**config.mk**
```make
export PLATFORM = sky130hd
export DESIGN_NAME = bit_scan_unit
export DESIGN_NICKNAME = d
export VERILOG_FILES = /design/src/rtl/bit_scan_pkg.sv /design/src/rtl/bit_scan_reverse.sv /design/src/rtl/bit_scan_popcount.sv /design/src/rtl/bit_scan_find.sv /design/src/rtl/bit_scan_unit.sv
export SDC_FILE = /design/constraint.sdc
export NUM_CORES = 1
export LEC_CHECK = 0
export ABC_AREA = 0
export BUFFER_PORTS_ARGS = -buffer_cell sky130_fd_sc_hd__buf_2
export CORE_ASPECT_RATIO = 1.25
export CORE_UTILIZATION = 35
export DETAILED_ROUTE_END_ITERATION = 10
export PLACE_DENSITY = 0.57
export SYNTH_ARGS = -nofsm -noshare
export SYNTH_HDL_FRONTEND = slang
export SYNTH_SLANG_ARGS = --single-unit
```
**constraint.sdc**
```tcl
create_clock -name clk_i -period 1.7 [get_ports clk_i]
set_input_delay 0.17 -clock clk_i [delete_from_list [all_inputs] [get_ports clk_i]]
set_output_delay 0.17 -clock clk_i [all_outputs]
set_load 0.005 [all_outputs]
```
**src/rtl/bit_scan_pkg.sv**
```systemverilog
package bit_scan_pkg;
  localparam int unsigned DATA_W = 32;
  localparam int unsigned OPC_W  = 8;

  // Operation codes; values are fixed by the instruction encoding.
  localparam logic [OPC_W-1:0] OPC_REV  = 8'd187;
  localparam logic [OPC_W-1:0] OPC_POPC = 8'd188;
  localparam logic [OPC_W-1:0] OPC_LOW  = 8'd189;
  localparam logic [OPC_W-1:0] OPC_SHI  = 8'd190;
  localparam logic [OPC_W-1:0] OPC_UHI  = 8'd191;
endpackage

```
**src/rtl/bit_scan_reverse.sv**
```systemverilog
module bit_scan_reverse #(
  parameter int unsigned W = 32
) (
  input  logic [W-1:0] data_i,
  output logic [W-1:0] data_o
);
  for (genvar i = 0; i < W; i++) begin : g_bit
    assign data_o[W-1-i] = data_i[i];
  end
endmodule

```
**src/rtl/bit_scan_popcount.sv**
```systemverilog
module bit_scan_popcount #(
  parameter int unsigned W     = 32,
  localparam int unsigned CNT_W = $clog2(W + 1)
) (
  input  logic [W-1:0]     data_i,
  output logic [CNT_W-1:0] count_o
);
  always_comb begin
    count_o = '0;
    for (int i = 0; i < W; i++) begin
      count_o = count_o + CNT_W'(data_i[i]);
    end
  end
endmodule

```
**src/rtl/bit_scan_find.sv**
```systemverilog
// Priority search for a one bit; HIGH_FIRST picks the end that wins.
module bit_scan_find #(
  parameter int unsigned W          = 32,
  parameter bit          HIGH_FIRST = 1'b1,
  localparam int unsigned IDX_W     = $clog2(W)
) (
  input  logic [W-1:0]     data_i,
  output logic             found_o,
  output logic [IDX_W-1:0] index_o
);
  assign found_o = |data_i;

  if (HIGH_FIRST) begin : g_high
    always_comb begin
      index_o = '0;
      for (int i = 0; i < W; i++) begin
        if (data_i[i]) index_o = IDX_W'(i);
      end
    end
  end else begin : g_low
    always_comb begin
      index_o = '0;
      for (int i = W - 1; i >= 0; i--) begin
        if (data_i[i]) index_o = IDX_W'(i);
      end
    end
  end
endmodule

```
**src/rtl/bit_scan_unit.sv**
```systemverilog
module bit_scan_unit
  import bit_scan_pkg::*;
(
  input  logic              clk_i,
  input  logic              rst_ni,
  input  logic              in_valid_i,
  output logic              in_ready_o,
  input  logic [OPC_W-1:0]  opcode_i,
  input  logic [DATA_W-1:0] operand_i,
  output logic              out_valid_o,
  input  logic              out_ready_i,
  output logic [DATA_W-1:0] result_o,
  output logic              error_o
);
  localparam int unsigned IDX_W = $clog2(DATA_W);
  localparam int unsigned CNT_W = $clog2(DATA_W + 1);

  logic [DATA_W-1:0] rev_w;
  logic [CNT_W-1:0]  cnt_w;
  logic              low_found, uhi_found, shi_found;
  logic [IDX_W-1:0]  low_idx, uhi_idx, shi_idx;
  logic [DATA_W-1:0] folded_w;

  // Signed scan: fold negatives so the search looks for the first non-sign bit.
  assign folded_w = operand_i ^ {DATA_W{operand_i[DATA_W-1]}};

  bit_scan_reverse #(.W(DATA_W)) u_rev (.data_i(operand_i), .data_o(rev_w));

  bit_scan_popcount #(.W(DATA_W)) u_cnt (.data_i(operand_i), .count_o(cnt_w));

  bit_scan_find #(.W(DATA_W), .HIGH_FIRST(1'b0)) u_low (
    .data_i(operand_i), .found_o(low_found), .index_o(low_idx)
  );

  bit_scan_find #(.W(DATA_W), .HIGH_FIRST(1'b1)) u_uhi (
    .data_i(operand_i), .found_o(uhi_found), .index_o(uhi_idx)
  );

  bit_scan_find #(.W(DATA_W), .HIGH_FIRST(1'b1)) u_shi (
    .data_i(folded_w), .found_o(shi_found), .index_o(shi_idx)
  );

  logic [DATA_W-1:0] res_d;
  logic              err_d;

  always_comb begin
    res_d = '0;
    err_d = 1'b0;
    unique case (opcode_i)
      OPC_REV:  res_d = rev_w;
      OPC_POPC: res_d = DATA_W'(cnt_w);
      OPC_LOW:  res_d = low_found ? DATA_W'(low_idx) : '1;
      OPC_UHI:  res_d = uhi_found ? DATA_W'(uhi_idx) : '1;
      OPC_SHI:  res_d = shi_found ? DATA_W'(shi_idx) : '1;
      default:  err_d = 1'b1;
    endcase
  end

  logic              vld_q;
  logic [DATA_W-1:0] res_q;
  logic              err_q;
  logic              take;

  assign in_ready_o = !vld_q || out_ready_i;
  assign take       = in_valid_i && in_ready_o;

  always_ff @(posedge clk_i or negedge rst_ni) begin
    if (!rst_ni) begin
      vld_q <= 1'b0;
      res_q <= '0;
      err_q <= 1'b0;
    end else if (take) begin
      vld_q <= 1'b1;
      res_q <= res_d;
      err_q <= err_d;
    end else if (out_ready_i) begin
      vld_q <= 1'b0;
    end
  end

  assign out_valid_o = vld_q;
  assign result_o    = res_q;
  assign error_o     = err_q;
endmodule

```
Yosys cells after proc, flatten, opt, wreduce, memory -nomap -nowiden

Index checks and enable logic that the tools add are counted.

Add/subtract/negate cells: 31
Multipliers: 0
Div/mod/pow operators: 0
$lt $le $gt $ge: 0
Equality and inequality tests: 5
Shift operators: 0
Mux-type cells: 101
Bitwise gates (word level): 1
Reduce and logical (&&, ||, !) cells: 7

Operators with widths:

| operator                                    | count |
|---|---|
| 5-bit two-way mux                           | 64 |
| 6-bit by 1-bit adder with 6-bit output      | 30 |
| 32-bit one-hot mux with 5 select lines      | 1 |
| 32-bit two-way mux                          | 3 |
| 4-bit two-way mux                           | 16 |
| 32-bit OR reduction                         | 2 |
| 8-bit equality test (second input constant) | 5 |
| 32-bit bitwise XOR                          | 1 |
| 3-bit two-way mux                           | 8 |
| 2-bit two-way mux                           | 4 |
| 1-bit two-way mux                           | 5 |
| 5-bit OR reduction                          | 1 |
| 1-bit by 1-bit adder with 2-bit output      | 1 |
| 2-bit nonzero test                          | 1 |
| 1-bit logical AND                           | 1 |
| 1-bit logical NOT                           | 1 |
| 1-bit logical OR                            | 1 |

Bits in registers: 34
Latch bits: 0
Bits in writable memories: 0
Bits in read-only memories: 0
Bits of input ports: 44
Output and inout bits: 35
Logic and storage cells: 148
Memories: 0

Logic depth before layout (Yosys ltp)

Word-level depth: 34
Mapped depth: 20
Mapped depth without buffers: 20

Modules after synthesis

From an unflattened synthesis, not the netlist that was laid out.

Cell total of the unflattened synthesis: 462
Area, all modules: 4066.4 µm²

Modules (own cells, without submodules):

| module                     | times used | cells each | area an instance (µm²) | sequential area each (µm²) |
|---|---|---|---|---|
| bit_scan_unit              | 1          | 170        | 1956.9                 | 850.8 |
| bit_scan_popcount          | 1          | 71         | 750.7                  | 0.0 |
| bit_scan_find at u_shi ... | 2          | 62         | 366.6                  | 0.0 |
| bit_scan_find at u_low     | 1          | 65         | 385.4                  | 0.0 |
| bit_scan_reverse           | 1          | 32         | 240.2                  | 0.0 |

Worst setup path after synthesis

Ideal clock, no wire load.

Path type: input port to flip-flop
From: input port operand_i[26]
To: register res_q[4] (netlist: result_o[4])
Data arrival time: 5260 ps
Required time: 1579 ps
Slack: -3681 ps
Stages on the path: 19
Path buffers: 1
Cells stage by stage: clkbuf_1 -> inv_1 -> fa_1 -> fa_1 -> inv_1 -> fa_1 -> inv_1 -> fa_1 -> fa_1 -> fa_1 -> fa_1 -> fa_1 -> inv_1 -> a21o_1 -> a21oi_1 -> xnor2_1 -> a221oi_1 -> o211ai_1 -> a22o_1

Cells in the longest elaborated chain, start to end: 29
Elaborated cells between the ends (all ways): 52
Classes of those cells: add/sub: 6; mux: 43; bitwise: 1; reduce/logical: 2

RTL lines:

| item                                                                                            | RTL line            | text |
|---|---|---|
| from (decl)                                                                                     | bit_scan_unit.sv:9  | `input logic [DATA_W-1:0] operand_i,` |
| parallel branches: the longest is 28 deep, another holds 6-bit by 1-bit adder with 6-bit output | --                  |  |
| 32-bit one-hot mux with 5 select lines *                                                        | bit_scan_unit.sv:49 | `unique case (opcode_i)` |
| to (signal assigned)                                                                            | bit_scan_unit.sv:74 | `res_q <= res_d;` |
| to (decl)                                                                                       | bit_scan_unit.sv:60 | `logic [DATA_W-1:0] res_q;` |

Mark *: on every way between the ends.
A chain may end at the register's enable or synchronous reset.

Worst setup path in the final report

From: input port operand_i[0]
To: register res_q[4] (netlist: result_o[4])

Cells in the longest elaborated chain, start to end: 32
Elaborated cells between the ends (all ways): 39
Classes of those cells: add/sub: 31; mux: 5; bitwise: 1; reduce/logical: 2

RTL lines:

| item                                                  | RTL line                | text |
|---|---|---|
| 1-bit by 1-bit adder with 2-bit output                | bit_scan_popcount.sv:11 | `count_o = count_o + CNT_W'(data_i[i]);` |
| 6-bit by 1-bit adder with 6-bit output (30 in series) | bit_scan_popcount.sv:11 |  |
| 32-bit one-hot mux with 5 select lines *              | bit_scan_unit.sv:49     |  |

Mark *: on every way between the ends. The rest lies on a longest branch, timed or not.

==> results.cfg <==
[routing]
route.detailed.vias_per_inst = 5.59
detail-route-antenna-nets = 0
detail_route.wirelength_mm = 16.2
drc_errors = 0
dr.first_iter.drc_count = 419
vias = 4929
first_pass_iters = 5
routedWlPerCell_um = 18.4

[placed_design]
dp_slack_ns = -3.85
detailedPlacementHpwl_mm = 12.1
gp_congestion = 0.951
portBuffers = 78
numPlacedInstances = 839
placedInstanceArea_um2 = 5440

[sta]
min_period_over_period_pct = 293
fin_ws_ns = -3.28
finalHoldViolations = 0
timing.final.max_slew_violations = 0
maxClockFrequency_mhz = 201
finalSetupViolCount = 32
slew_headroom_pct = 48.9
finalWorstPathRequiredPeriod_ns = 4.98
timing_worst_slew_pin_value_ns = 0.767
setup_repair_after_global_routing_missed_its_margin = yes
fin_skew_ns = 0.00569

[critical_path]
cpMostUsedCell = sky130_fd_sc_hd__fa_1
worst_path_largest_cell_delay_ns = 0.61
worstPathArrival_ns = 5.15
largest_fanout_on_the_critical_path = 2
critical_path.n_buffers_inverters = 4
cp-start-kind = input pin
cp_top_family = adder cells
cell_by_cell_trace_of_the_critical_path = buf_12, inv_12, ha_4, inv_2, fa_2, fa_1, fa_1, fa_1, fa_1, fa_1, fa_2, fa_2, inv_1, a21o_1, a21oi_2, xnor2_1, a221oi_1, o211ai_1, a22o_1
slowest_stage = sky130_fd_sc_hd__fa_1
required_ns = 1.87
endpoint_kind = register
r2r_setup_slack_ns = 0.14
worstSetupPathType = input pin to register

[global_route]
antenna_violations_before_repair = 0
maximum_number_of_pins_on_one_net_before_global_route_repair = 45
first_pass_grt_wire_length_mm = 24.8
groute.usage.overall_pct = 26.6
number_of_global_route_vias_before_repair = 4718
grt_overflow = 0

[run]
max-cap-violations = 0

[synth]
postSynthCellCount = 526
synth.yosys.seq_area_share_pct = 20.4
synth_xor_area_share_pct = 0.629
synth_flop_cell = sky130_fd_sc_hd__dfrtp_1
synth-compound-area-share_pct = 29.1
yosysUniqueCellTypes = 77
synthesis.area_um2 = 4180
synth_simple_gate_area_share_pct = 24.0
synth_enable_flop_cells = 0
postSynthAreaPerCell_um2 = 7.94
ys_ff_latch = 34
yosys_warnings = 0
main_combinational_cell_family_by_area_after_synthesis = compound AO/OA/AOI/OAI gates
synth_fa_ha_area_share_pct = 14.8
post_synth_mux_area_share_pct = 0
postSynthNetCount = 605
asr_flop_ratio_synth_pct = 100

[floorplanning]
io_pins = 79
fp.dieW_um = 99.7
starting_density_of_the_core_pct = 36.0
floorplan.die_area_um2 = 12400
die_h_um = 124
floorplan.core_area_um2 = 11600
rows = 44

[clocking]
cts.path.max_buffers = 2
cts_sinks = 34
worstSkewPairLatency_ns = 0.28
cts_made_buffers = 5
cts.htree.levels = 2
cts_tree = built
clk_root_buf = sky130_fd_sc_hd__clkbuf_16
clk_pin_slew_ns = 0.06

[power_and_ir_drop]
power.leakage_uw = 0.00284
p_comb_share_pct = 68.3
power_density_nw_per_um2 = 911
switching_share_pct = 38.0
internal_power_uw = 3530
sequentialPowerShare_pct = 14.3
ir_drop_v = 0.00114
pwr-share-clk_pct = 17.4
totalPowerFinal_uw = 5700
power_switching_uw = 2170

[final_layout]
finalInstanceArea_um2 = 6260
layout_commonest_cell = sky130_fd_sc_hd__buf_4
mostFrequentLayoutCells = sky130_fd_sc_hd__buf_4, sky130_fd_sc_hd__buf_2, sky130_fd_sc_hd__nand2_1
final_nets = 798
num_antenna_cells = 0
final-instance-count-excl-fill = 881
core_util_final_pct = 53.9
share_of_cells_above_drive_strength_1_pct = 42.8
area_growth_pct = 49.8
fillerInstances = 1094

[status]
run_status = complete, but fails checks
failed_checks = setup timing

[min_path]
hold_path_class = input pin to register
## worst register-to-register path: stages (launching register included)
cell                       delay (ns)
sky130_fd_sc_hd__dfrtp_1         0.35
sky130_fd_sc_hd__nand2b_1        0.11
sky130_fd_sc_hd__nand2_2         0.10
sky130_fd_sc_hd__nor4_1          0.05
sky130_fd_sc_hd__buf_4           0.15
sky130_fd_sc_hd__a311oi_1        0.25
sky130_fd_sc_hd__a21oi_1         0.07
sky130_fd_sc_hd__o21ai_0         0.24
sky130_fd_sc_hd__nand3_1         0.12
## cell type report
cell class | count | area, µm² | area share (%)
Tap cell | 161 | 201 | 3.22
Multi-Input combinational cell | 403 | 3070 | 49.1
Inverter | 46 | 191 | 3.06
Clock buffer | 8 | 166 | 2.66
Sequential cell | 34 | 851 | 13.6
Timing Repair Buffer | 229 | 1780 | 28.4
## metrics by stage
stage	TNS (ns)	hold slack (ns)
final	-32.72	0.122
after global routing	-34.20	0.122
after CTS	-31.56	0.124
after detailed placement	-46.49	0.294
after global placement	-45.39	0.275
after floorplan	-34.35	-0.126
## worst paths after layout
check	startpoint	to	depth (start not counted)
setup / recovery	operand_i[0]	result_o[4]	19
hold / removal	in_valid_i	out_valid_o	2
setup reg to reg	out_valid_o	result_o[0]	8
hold reg to reg	result_o[29]	result_o[29]	2
max in group asynchronous	rst_ni	result_o[27]	2
min in group asynchronous	rst_ni	result_o[7]	2
## power groups by stage
stage / Sequential, µW / Clock [µW] / Combinational [µW]
3_5_place_dp: 830 / 0 / 3190
6_report: 816 / 991 / 3890
3_3_place_gp: 829 / 0 / 3100
4_1_cts: 816 / 1000 / 3520
2_1_floorplan: 830 / 0 / 2100
5_1_grt: 816 / 1040 / 4240
## per-layer routing
layer	GRT usage (%)	vias to the layer above	part of all wire [%]
met5	0	-	0
met4	15.3	0	5.0
met3	1.80	42	4.4
met2	44.8	208	49
met1	33.8	2378	41
li1	-	2301	-
## cells in the mapped netlist, drive strengths merged (3+ instances only)
master	instances	share of area [%]
nand2	55	4.9
nand2b	6	0.90
o311ai	3	0.63
a211oi	5	0.90
o211ai	7	1.3
clkbuf	19	3.1
or4	10	2.2
a21oi	52	8.4
ha	11	3.3
a22oi	4	0.72
nand4	8	1.6
nor4	11	1.8
buf	22	3.4
nor2	36	3.2
a221oi	4	0.84
nor3	18	2.2
o22ai	6	1.5
o31ai	7	1.3
and4b	3	0.75
and3	3	0.45
inv	45	4.0
dfrtp	34	20
a311oi	4	0.84
nand3	19	2.3
or3	6	0.93
nor2b	8	1.2
o21ai	52	6.4
fa	24	12
## registers in the layout, indices dropped and copies added, names as in the netlist
register	count
error_o	1
result_o	32
out_valid_o	1
## repair_timing
item,4_1_cts,5_1_grt
gates resized for setup,61,25
setup buffers,21,13
setup endpoints to repair,32,33
gates cloned,3,0
endpoints found under the hold margin,8,0
pin swaps,18,17
hold buffers,1,0
## cell families (layout without fill, tap and decap cells)
family,count (synthesis),in the layout
flip-flops,34,34
adder cells (fa/ha/maj),35,35
buffers and inverters,89,283
XOR/XNOR,3,3
AND/OR/NAND/NOR,192,192
AO/OA/AOI/OAI,173,173
No activity file was read; power rests on OpenSTA's default activity.
